### config.mk
export PLATFORM = sky130hd
export DESIGN_NAME = can_icr_top
export DESIGN_NICKNAME = d
export VERILOG_FILES = /design/src/rtl/can_icr_pkg.sv /design/src/rtl/can_icr_edge.sv /design/src/rtl/can_icr_sticky.sv /design/src/rtl/can_icr_hold.sv /design/src/rtl/can_icr_top.sv
export SDC_FILE = /design/constraint.sdc
export NUM_CORES = 1
export LEC_CHECK = 0
export BUFFER_PORTS_ARGS = -buffer_cell sky130_fd_sc_hd__buf_2
export CAP_MARGIN = 20
export CORE_MARGIN = 4
export CORE_UTILIZATION = 35
export CTS_BUF_LIST = sky130_fd_sc_hd__clkbuf_4 sky130_fd_sc_hd__clkbuf_8
export CTS_CLUSTER_SIZE = 8
export DETAILED_ROUTE_END_ITERATION = 7
export PLACE_DENSITY = 0.63
export SYNTH_ARGS = -nofsm -noshare
export SYNTH_HDL_FRONTEND = slang
export SYNTH_SLANG_ARGS = --single-unit
export TNS_END_PERCENT = 20
### constraint.sdc
create_clock -name clk -period 1.38 [get_ports clk]
set_clock_uncertainty 0.15 [all_clocks]
set_input_delay 0 -clock clk [delete_from_list [all_inputs] [get_ports clk]]
set_output_delay 0 -clock clk [all_outputs]
set_load 0.02 [all_outputs]
### src/rtl/can_icr_pkg.sv
package can_icr_pkg;
   localparam int REG_W     = 32;
   localparam int FLAG_N    = 8;
   localparam int CAP_W     = 8;
   localparam int B_RX      = 0;
   localparam int B_TX1     = 1;
   localparam int B_EWARN   = 2;
   localparam int B_OVR     = 3;
   localparam int B_WAKE    = 4;
   localparam int B_EPASS   = 5;
   localparam int B_ARB     = 6;
   localparam int B_BERR    = 7;
   localparam int CODE_LSB  = 16;
   localparam int POS_LSB   = 24;
   localparam int GAP_W     = CODE_LSB - FLAG_N;
endpackage

### src/rtl/can_icr_edge.sv
module can_icr_edge #(
   parameter bit ANY_CHANGE = 1'b0
) (
   input  logic clk,
   input  logic rst_n,
   input  logic sig_i,
   output logic pulse_o
);
   logic prev_q;

   always_ff @(posedge clk) begin
      if (!rst_n) prev_q <= 1'b0;
      else        prev_q <= sig_i;
   end

   generate
      if (ANY_CHANGE) begin : g_any
         assign pulse_o = sig_i ^ prev_q;

         any_edge_chk: assert property (@(posedge clk) disable iff (!rst_n)
            (sig_i != $past(sig_i)) |-> pulse_o);
      end else begin : g_rise
         assign pulse_o = sig_i & ~prev_q;

         rise_edge_chk: assert property (@(posedge clk) disable iff (!rst_n)
            $rose(sig_i) |-> pulse_o);
      end
   endgenerate
endmodule

### src/rtl/can_icr_sticky.sv
module can_icr_sticky (
   input  logic clk,
   input  logic rst_n,
   input  logic set_i,
   input  logic clr_i,
   output logic flag_o
);
   logic flag_q;

   always_ff @(posedge clk) begin
      if (!rst_n) flag_q <= 1'b0;
      else        flag_q <= set_i | (flag_q & ~clr_i);
   end

   assign flag_o = flag_q;


   set_wins_chk: assert property (@(posedge clk) disable iff (!rst_n)
      set_i |=> flag_o);

   read_clear_chk: assert property (@(posedge clk) disable iff (!rst_n)
      (clr_i && !set_i) |=> !flag_o);

   flag_hold_chk: assert property (@(posedge clk) disable iff (!rst_n)
      (!clr_i && !set_i) |=> $stable(flag_o));
endmodule

### src/rtl/can_icr_hold.sv
module can_icr_hold #(
   parameter int IN_W  = 8,
   parameter int OUT_W = 8
) (
   input  logic             clk,
   input  logic             rst_n,
   input  logic             evt_i,
   input  logic [IN_W-1:0]  data_i,
   input  logic             rel_i,
   output logic [OUT_W-1:0] val_o
);
   localparam int PAD_W = OUT_W - IN_W;

   logic             held_q;
   logic [OUT_W-1:0] val_q;
   logic [OUT_W-1:0] data_ext;
   logic             take;

   generate
      if (IN_W > OUT_W || IN_W < 1) begin : g_bad_width
         $error("can_icr_hold: IN_W must lie in 1..OUT_W");
      end
      if (PAD_W > 0) begin : g_pad
         assign data_ext = {{PAD_W{1'b0}}, data_i};
      end else begin : g_nopad
         assign data_ext = data_i;
      end
   endgenerate

   assign take = evt_i & (~held_q | rel_i);

   always_ff @(posedge clk) begin
      if (!rst_n) begin
         held_q <= 1'b0;
         val_q  <= '0;
      end else if (take) begin
         held_q <= 1'b1;
         val_q  <= data_ext;
      end else if (rel_i) begin
         held_q <= 1'b0;
      end
   end

   assign val_o = val_q;


   locked_stable_chk: assert property (@(posedge clk) disable iff (!rst_n)
      (held_q && !rel_i) |=> $stable(val_o));

   load_on_release_chk: assert property (@(posedge clk) disable iff (!rst_n)
      (evt_i && rel_i) |=> (val_o == $past(data_ext)));
endmodule

### src/rtl/can_icr_top.sv
module can_icr_top
   import can_icr_pkg::*;
#(
   parameter int POS_W  = 5,
   parameter int CODE_W = 8
) (
   input  logic                    clk,
   input  logic                    rst_n,
   input  logic                    rd_en,
   input  logic [FLAG_N-1:0]       ien,
   input  logic                    rx_full,
   input  logic                    tx1_free,
   input  logic                    err_stat,
   input  logic                    bus_stat,
   input  logic                    ovr_stat,
   input  logic                    sleep_mode,
   input  logic                    bus_act,
   input  logic                    err_passive,
   input  logic                    arb_lost,
   input  logic [POS_W-1:0]        arb_pos,
   input  logic                    bus_err,
   input  logic [CODE_W-1:0]       err_code,
   output logic                    irq,
   output logic [REG_W-1:0]        rd_data
);
   logic              tx1_rise, ovr_rise, est_chg, bst_chg, ep_chg;
   logic [FLAG_N-1:0] set_vec;
   logic [FLAG_N-1:0] flags;
   logic [CAP_W-1:0]  pos_byte, code_byte;

   generate
      if (POS_W > CAP_W || CODE_W > CAP_W) begin : g_bad_cfg
         $error("can_icr_top: capture inputs wider than a byte");
      end
   endgenerate

   can_icr_edge #(.ANY_CHANGE(1'b0)) u_tx1 (
      .clk(clk), .rst_n(rst_n), .sig_i(tx1_free), .pulse_o(tx1_rise));
   can_icr_edge #(.ANY_CHANGE(1'b0)) u_ovr (
      .clk(clk), .rst_n(rst_n), .sig_i(ovr_stat), .pulse_o(ovr_rise));
   can_icr_edge #(.ANY_CHANGE(1'b1)) u_est (
      .clk(clk), .rst_n(rst_n), .sig_i(err_stat), .pulse_o(est_chg));
   can_icr_edge #(.ANY_CHANGE(1'b1)) u_bst (
      .clk(clk), .rst_n(rst_n), .sig_i(bus_stat), .pulse_o(bst_chg));
   can_icr_edge #(.ANY_CHANGE(1'b1)) u_ep (
      .clk(clk), .rst_n(rst_n), .sig_i(err_passive), .pulse_o(ep_chg));

   always_comb begin
      set_vec          = '0;
      set_vec[B_TX1]   = tx1_rise & ien[B_TX1];
      set_vec[B_EWARN] = (est_chg | bst_chg) & ien[B_EWARN];
      set_vec[B_OVR]   = ovr_rise & ien[B_OVR];
      set_vec[B_WAKE]  = sleep_mode & bus_act & ien[B_WAKE];
      set_vec[B_EPASS] = ep_chg & ien[B_EPASS];
      set_vec[B_ARB]   = arb_lost & ien[B_ARB];
      set_vec[B_BERR]  = bus_err & ien[B_BERR];
   end

   assign flags[B_RX] = rx_full & ien[B_RX];

   generate
      for (genvar i = 1; i < FLAG_N; i++) begin : g_flag
         can_icr_sticky u_flag (
            .clk(clk), .rst_n(rst_n), .set_i(set_vec[i]),
            .clr_i(rd_en), .flag_o(flags[i]));
      end
   endgenerate

   can_icr_hold #(.IN_W(POS_W), .OUT_W(CAP_W)) u_pos (
      .clk(clk), .rst_n(rst_n), .evt_i(arb_lost), .data_i(arb_pos),
      .rel_i(rd_en), .val_o(pos_byte));
   can_icr_hold #(.IN_W(CODE_W), .OUT_W(CAP_W)) u_code (
      .clk(clk), .rst_n(rst_n), .evt_i(bus_err), .data_i(err_code),
      .rel_i(rd_en), .val_o(code_byte));

   assign rd_data = {pos_byte, code_byte, {GAP_W{1'b0}}, flags};
   assign irq     = |flags;


   read_clears_all_chk: assert property (@(posedge clk) disable iff (!rst_n)
      (rd_en && set_vec == '0) |=> (rd_data[FLAG_N-1:1] == '0));
endmodule

Yosys cells after proc, flatten, opt, wreduce, memory -nomap -nowiden
Index checks and enable logic that the tools add are counted.
{ "word_totals": {"reg_bits": 27, "in_bits": 34, "out_inout_bits": 33, "wordCells": 60} }
{ "op_classes": {"reduce_logical": 3, "n_bitwise": 38, "muxes": 3} }
{ "ops": {"columns": ["operator", "count"], "rows": [
  ["$and 1x1->1", 20],
  ["$or 1x1->1", 10],
  ["$reduce_or 8->1", 1],
  ["$not 1->1", 5],
  ["$reduce_bool 2->1", 2],
  ["$mux 1", 3],
  ["$xor 1x1->1", 3]
]} }

Logic depth before layout (Yosys ltp)
Gate-level depths: netlist (run 1).
{ "depth": {"ltp_word": 4, "depth_mapped": 4, "depth_no_buf": 3} }

Modules after synthesis
Synthesis (run 1) repeated with hierarchy kept, for this count alone.
{ "hier_totals": {"cells_unflattened": 125, "area_unflattened_um2": 1275.0} }
{ "by_module_without_submodules": {"columns": ["module", "seq_area_each_um2", "cells_per_inst", "n_inst", "area_each_um2"], "rows": [
  ["can_icr_hold at u_code", 180.2, 39, 1, 376.6],
  ["can_icr_sticky", 20.0, 3, 7, 41.3],
  ["can_icr_hold at u_pos", 120.1, 30, 1, 280.3],
  ["can_icr_top", 0.0, 20, 1, 140.1],
  ["can_icr_edge at u_bst ...", 20.0, 3, 3, 36.3],
  ["can_icr_edge at u_ovr ...", 20.0, 3, 2, 40.0]
]} }

Worst setup path after synthesis (run 1)
OpenSTA, ideal clock, no wires.
{ "synth_path": {"path_kind": "register to register", "from": "reg u_pos.held_q", "to": "reg u_pos.val_q[0] (netlist: u_pos.val_o[0])", "path_slack_ps": 428, "n_path_buf": 0, "arrival_ps": 682, "stages_incl_launch_ff": 4, "required_ps": 1110, "setup_time_ps": 120, "cell_sequence": "dfxtp_1 > and2b_2 > o21ai_0 > a21boi_1"} }
{ "synth_between": {"elab_chain_len": 3} }
{ "synth_lines": {"columns": ["element", "line", "rtl"], "rows": [
  ["start: declaration", "can_icr_hold.sv:14", "logic held_q;"],
  ["start signal: assignment", "can_icr_hold.sv:34", "held_q <= 1'b0;"],
  ["start signal: assignment", "can_icr_hold.sv:37", "held_q <= 1'b1;"],
  ["start signal: assignment", "can_icr_hold.sv:40", "held_q <= 1'b0;"],
  ["$not 1->1", "can_icr_hold.sv:30", "assign take = evt_i & (~held_q | rel_i);"],
  ["$or 1x1->1", "can_icr_hold.sv:30", null],
  ["$and 1x1->1", "can_icr_hold.sv:30", null],
  ["end signal: assignment", "can_icr_hold.sv:38", "val_q <= data_ext;"],
  ["end: declaration", "can_icr_hold.sv:15", "logic [OUT_W-1:0] val_q;"]
]} }
Every way passes these cells.
A chain may end at the register's enable or synchronous reset.

Final worst setup path (run 1)
{ "layout_path": {"from": "in arb_lost", "to": "reg g_flag[6].u_flag.flag_q"} }
{ "layout_between": {"elab_chain_len": 2} }
{ "layout_lines": {"columns": ["element", "line", "rtl"], "rows": [
  ["start: declaration", "can_icr_top.sv:19", "input logic arb_lost,"],
  ["$and 1x1->1", "can_icr_top.sv:55", "set_vec[B_ARB] = arb_lost & ien[B_ARB];"],
  ["$or 1x1->1", "can_icr_sticky.sv:12", "else flag_q <= set_i | (flag_q & ~clr_i);"],
  ["end signal: assignment", "can_icr_sticky.sv:12", null],
  ["end: declaration", "can_icr_sticky.sv:8", "logic flag_q;"]
]} }
Every way passes these cells.

==> results of run 1 <==
==> synth_stat cells <==
cell / n
a22oi_1: 3
and2b_2: 1
a31o_2: 1
nand2_1: 2
a21oi_1: 1
xnor2_1: 2
inv_1: 3
conb_1: 1
inv_2: 1
xor2_1: 1
nor2b_1: 5
dfxtp_1: 27
and2_1: 7
clkbuf_1: 1
and2b_4: 1
buf_4: 21
a32oi_1: 2
a21boi_0: 2
nand3b_1: 1
o21ai_0: 5
o2bb2ai_1: 1
nor4_1: 1
nand3_1: 13
nor3_1: 1
nand2b_1: 2
a21boi_1: 13
buf_2: 1
o21ai_1: 8
==> final timing paths <==
| kind | end | depth (start not counted) | slack [ns] | startpoint |
|---|---|---|---|---|
| worst max-delay path | g_flag[6].u_flag.flag_o$_SDFF_PN0_ | 5 | -0.01 | arb_lost |
| worst max register to register | g_flag[7].u_flag.flag_o$_SDFF_PN0_ | 3 | 0.03 | g_flag[7].u_flag.flag_o$_SDFF_PN0_ |
| worst min register to register | u_pos.val_o[4]$_SDFFE_PN0P_ | 2 | 0.34 | u_pos.val_o[4]$_SDFFE_PN0P_ |
| worst min-delay path | g_flag[4].u_flag.flag_o$_SDFF_PN0_ | 4 | 0.06 | sleep_mode |
==> per-stage QoR <==
stage,utilization (%),setup WS (ns)
after floorplan,-,0.428
after global placement,44.1,0.372
after detailed placement,44.1,0.336
after CTS,56.9,0.00411
after global routing,57.4,-0.0541
final,57.4,-0.0110
==> cell families (layout without fill, tap and decap cells) <==
family / after synthesis / after routing / synth area share, %
buffers and inverters: 27 / 100 / 15.2
AND/OR/NAND/NOR: 34 / 34 / 16.6
other: 1 / 11 / 0.315
XOR/XNOR: 3 / 3 / 2.21
AO/OA/AOI/OAI: 36 / 36 / 20.2
flip-flops: 27 / 27 / 45.4
==> worst max-delay path, delay by kind of cell <==
| kind | cells | cell delay (ns) |
|---|---|---|
| buf+inv | 3 | 1.26 |
| compound gates | 1 | 0.18 |
| simple gates | 1 | 0.04 |
==> sequential cells by signal (all words and copies together), names as in the netlist <==
name,count
u_ep.prev_q,1
u_est.prev_q,1
u_bst.prev_q,1
u_code.val_o,8
g_flag.u_flag.flag_o,7
u_pos.val_o,5
u_code.held_q,1
u_pos.held_q,1
u_tx1.prev_q,1
u_ovr.prev_q,1
==> final cells by class <==
| cell class | instances | area share, % |
|---|---|---|
| repair buffers | 92 | 35.8 |
| flip-flops and latches | 27 | 30.1 |
| multi-input cells | 84 | 28.5 |
| well taps | 44 | 3.04 |
| clock buffers | 3 | 1.24 |
| inverters | 4 | 0.829 |
| clock inverters | 1 | 0.415 |
==> power by group through the flow <==
stage / sequential (mW) / clock (mW) / combinational (mW)
after floorplan: 0.890 / 0 / 0.196
after global placement: 0.863 / 0 / 0.280
after detailed placement: 0.866 / 0 / 0.286
after CTS: 0.850 / 0.363 / 0.369
after global routing: 0.859 / 0.397 / 0.409
final: 0.853 / 0.338 / 0.374
==> per-layer routing <==
metal	track usage [%]	up-vias	part of all wire, %
li1	-	575	-
met1	15.2	531	41
met2	28.3	40	53
met3	4.08	4	5.7
met4	3.81	0	1.1
met5	0	-	0
==> timing repair <==
action / 4_1_cts / 5_1_grt
endpoints found under the hold margin: 27 / 0
resized for setup: 1 / 6
hold buffers: 37 / 0
endpoints found under the setup margin: 1 / 4
==> summary.md, run 1 <==
| Metric | Value |
|---|---|
| Final HPWL DP | `2.03 mm` |
| Post-route cell area | `1810 µm²` |
| Worst-path clk slew | `0.15 ns` |
| Fill count | `301` |
| CP Cell Sequence | `dlygate4sd3_1 > buf_2 > a22oi_2 > dlygate4sd3_1 > nor2b_1` |
| Clock sinks | `27` |
| Remaining antenna violation count | `0` |
| Status | `finished with violations` |
| First-pass GRT wire length | `4.97 mm` |
| Die Wd | `66.3 µm` |
| Fin crit share | `101%` |
| GRT overflow | `0` |
| 1st-iter DRT viols | `51` |
| Dpl cell area | `1390 µm²` |
| Placed Instances | `214` |
| Commonest non-fill, non-tap cell in the layout | `buf_2` |
| Per-cell routed wire length | `12.4 µm` |
| WL final | `3.16 mm` |
| FF+latch count, synth | `27` |
| Area Overhead vs Synth | `52.2%` |
| CP endpoint kind | `flip-flop` |
| Initial Util | `37.7%` |
| Count of cell types in the netlist | `28` |
| Post-Layout Cell Count | `255` |
| Drt pass-1 iters | `6` |
| Mapped Cells | `128` |
| Worst min path class | `in2reg` |
| Hold WS | `0.0650 ns` |
| Avg Cell Area, Syn | `9.30 µm²` |
| Core area | `3150 µm²` |
| Setup Viol. Count Final | `1` |
| Pins over their slew limit | `0` |
| Yosys top cell area share | `45.4%` |
| Commonest cells after routing, fill and taps aside | `buf_2 (55), dlygate4sd3_1 (36), dfxtp_1 (23)` |
| Top fanout value on the critical path | `7` |
| Rows | `20` |
| PD cells | `864 nW/µm²` |
| I/O pins | `67` |
| Logic pwr share | `23.9%` |
| Vias in the first global route | `1164` |
| Initial antenna violation count | `0` |
| Clock power share | `21.6%` |
| Pin count of the biggest net entering global routing | `22` |
| Switching part of the total | `28.1%` |
| Clock buffer depth | `2` |
| Critical Path Max Stage Delay | `0.56 ns` |
| TNS Setup | `-0.0110 ns` |
| Vias | `1150` |
| Vias per inst | `4.51` |
| Global-route usage over all layers | `14.6%` |
| RSZ-0062 raised after global routing | `yes` |
| Sequential Area | `546 µm²` |
| Power consumption | `1.57 mW` |
| CTS tree | `done` |
| Crit start category | `input port` |
| Slew HR | `59.4%` |
| H-tree depth | `1` |
| Die footprint | `4400 µm²` |
| Reg power frac | `54.5%` |
| Worst EP arrival | `1.48 ns` |
| Routability cong. | `0.715` |
| Post-layout nets | `246` |
| Synth Cell Area | `1190 µm²` |
| Clk_lat worst skew | `0.32 ns` |
| Proportion of layout cells with a drive suffix above 1 | `32.7%` |
| MaxCap Viol Count | `0` |
| Worst EP required | `1.47 ns` |
| Final Hold Fails | `0` |
| Sw power | `440 µW` |
| Root Buffer Master | `clkbuf_4` |
| Critical Path Most Common Cell | `dlygate4sd3_1` |
| Yosys Warn Count | `0` |
| Seq/Total Area, Yosys | `45.4%` |
| Violated checks | `negative setup slack` |
| Int Power | `1.13 mW` |
| Fmax | `0.719 GHz` |
| CP Class | `in2reg` |
| Ant. Diodes | `0` |
| Multi-input logic area | `517 µm²` |
| Remaining DRCs | `0` |
| Top cell type by total area after synthesis | `dfxtp_1` |
| Max VDD drop | `0.657 mV` |
| Slowest CP cell | `dlygate4sd3_1` |
| Post CTS Setup Buffer Count | `0` |
| Number of buffers created by CTS | `3` |
| Top cells by area, synth | `dfxtp_1 (45%), buf_4 (13%), a21boi_1 (8.2%)` |
| Die height | `66.3 µm` |
| I/O Buffers | `55` |
| Period minus WS final | `1.39 ns` |
| Post-route setup slack | `-0.0110 ns` |
| Leak | `0.837 nW` |
| Slew @ Worst Pin | `0.607 ns` |
Power figures use the tool's default switching activity.
==> inputs of run 2 (changes only) <==
--- a/config.mk
+++ b/config.mk
@@ -13,6 +13,7 @@
 export CTS_CLUSTER_SIZE = 8
 export DETAILED_ROUTE_END_ITERATION = 7
 export PLACE_DENSITY = 0.63
+export SKIP_CTS_REPAIR_TIMING = 1
 export SYNTH_ARGS = -nofsm -noshare
 export SYNTH_HDL_FRONTEND = slang
 export SYNTH_SLANG_ARGS = --single-unit
==> run 2 against run 1 <==
Cell count fell by 2.7%. Via count decreased by 1.9%. The run ends with negative hold slack left. Final area shrank 4.4%. Sequential cell count is the same. Global-route usage is 2.8 points lower.
==> summary.md, run 2 (synthesis results as in run 1) <==
| Metric | Value |
|---|---|
| Routability cong. | `0.715` |
| Largest register FFs | `8` |
| Sw power | `442 µW` |
| Status | `finished with violations` |
| WL final | `3.00 mm` |
| Pins over their slew limit | `0` |
| Fill count | `296` |
| Switching part of the total | `28.5%` |
| Int Power | `1.11 mW` |
| Reg power frac | `54.9%` |
| DP Worst Slack | `0.336 ns` |
| Clock power share | `22.3%` |
| 1st-iter DRT viols | `50` |
| Worst-path clk slew | `0.15 ns` |
| Fin crit share | `97.5%` |
| Area Overhead vs Synth | `45.4%` |
| Power consumption | `1.55 mW` |
| Clock sinks | `27` |
| Leak | `0.802 nW` |
| Vias in the first global route | `983` |
| Initial antenna violation count | `0` |
| First-pass GRT wire length | `4.10 mm` |
| PD cells | `896 nW/µm²` |
| Placed Instances | `214` |
| Fmax | `0.743 GHz` |
| Vias per inst | `4.55` |
| CP Class | `reg2out` |
| Period minus WS final | `1.35 ns` |
| Commonest cells after routing, fill and taps aside | `buf_2 (55), dlygate4sd3_1 (30), dfxtp_1 (25)` |
| Final Hold Fails | `1` |
| Die Wd | `66.3 µm` |
| Setup Viol. Count Final | `0` |
| Number of buffers created by CTS | `3` |
| Final HPWL DP | `2.03 mm` |
| GRT overflow | `0` |
| Die footprint | `4400 µm²` |
| Drt pass-1 iters | `4` |
| Violated checks | `negative hold slack` |
| Die height | `66.3 µm` |
| Proportion of layout cells with a drive suffix above 1 | `32.4%` |
| Vias | `1128` |
| Hold WS | `-0.0000816 ns` |
| R2R depth | `3` |
| Core area | `3150 µm²` |
| Global-route usage over all layers | `11.9%` |
| Top fanout value on the critical path | `3` |
| Initial Util | `37.7%` |
| Remaining antenna violation count | `0` |
| Root Buffer Master | `clkbuf_4` |
| CP endpoint kind | `output pin` |
| Max VDD drop | `0.651 mV` |
| I/O Buffers | `55` |
| Post-Layout Cell Count | `248` |
| Worst EP arrival | `1.20 ns` |
| Pin count of the biggest net entering global routing | `29` |
| Ant. Diodes | `0` |
| Commonest non-fill, non-tap cell in the layout | `buf_2` |
| Post-layout nets | `239` |
| Clock buffer depth | `2` |
| Post-route setup slack | `0.0341 ns` |
| RSZ-0062 raised after global routing | `yes` |
| I/O pins | `67` |
| CTS tree | `done` |
| MaxCap Viol Count | `0` |
| Post-route cell area | `1730 µm²` |
| Crit start category | `flip-flop` |
| Worst min path class | `in2reg` |
| Clk_lat worst skew | `0.31 ns` |
| H-tree depth | `1` |
| Per-cell routed wire length | `12.1 µm` |
| Worst EP required | `1.23 ns` |
| WHS Path Cells | `3` |
| Logic pwr share | `22.7%` |
| Dpl cell area | `1390 µm²` |
| Remaining DRCs | `0` |
| Rows | `20` |
run 2: cell types whose count changed in the layout (fill, tap and decap cells not counted):
| cell | delta |
|---|---|
| dfxtp_2 | -2 |
| a22oi_1 | +1 |
| dfxtp_1 | +2 |
| a22oi_2 | -1 |
| dlymetal6s4s_1 | -1 |
| dlygate4sd3_1 | -6 |
run 2: through the flow:
stage               util [%]  setup TNS (ns)
floorplan                  -               0
detailed placement      44.1               0
finish                  54.9               0
global route            54.9         -0.0452
global placement        44.1               0
CTS                     45.1        -0.00141
run 2: area by class of cell:
class / count / area (µm²) / share of cell area, %
clock buffer: 3 / 22.5 / 1.30
clock inverter: 1 / 7.51 / 0.434
inverter: 4 / 15.0 / 0.868
multi-input combinational: 84 / 512 / 29.6
sequential: 27 / 543 / 31.4
tap: 44 / 55.1 / 3.18
timing repair buffer: 85 / 576 / 33.3
run 2: routing by layer:
metal	wire length (µm)	GRT usage [%]
met1	1260	13.6
met2	1530	20.8
met3	193	4.08
met4	28	3.05
met5	0	0
run 2: path summary, 6_finish.rpt:
kind	to	slack (ns)	start
worst min-delay path	u_pos.held_q$_SDFFE_PN0P_	-0.00008	rd_en
worst min register to register	u_pos.val_o[2]$_SDFFE_PN0P_	0.34	u_pos.val_o[2]$_SDFFE_PN0P_
worst max-delay path	irq	0.03	g_flag[2].u_flag.flag_o$_SDFF_PN0_
worst max register to register	u_code.val_o[1]$_SDFFE_PN0P_	0.33	u_code.held_q$_SDFFE_PN0P_
run 2: power groups by stage:
stage / combinational, mW / clock [mW] / sequential, mW
after detailed placement: 0.286 / 0 / 0.866
final: 0.353 / 0.346 / 0.851
after global placement: 0.280 / 0 / 0.863
after floorplan: 0.196 / 0 / 0.890
after CTS: 0.286 / 0.363 / 0.850
after global routing: 0.387 / 0.396 / 0.858
run 2: worst max-delay path, stage by stage (launching register included):
cell	delay (ns)
dfxtp_2	0.36
nor4_2	0.26
nand3b_1	0.10
buf_2	0.17
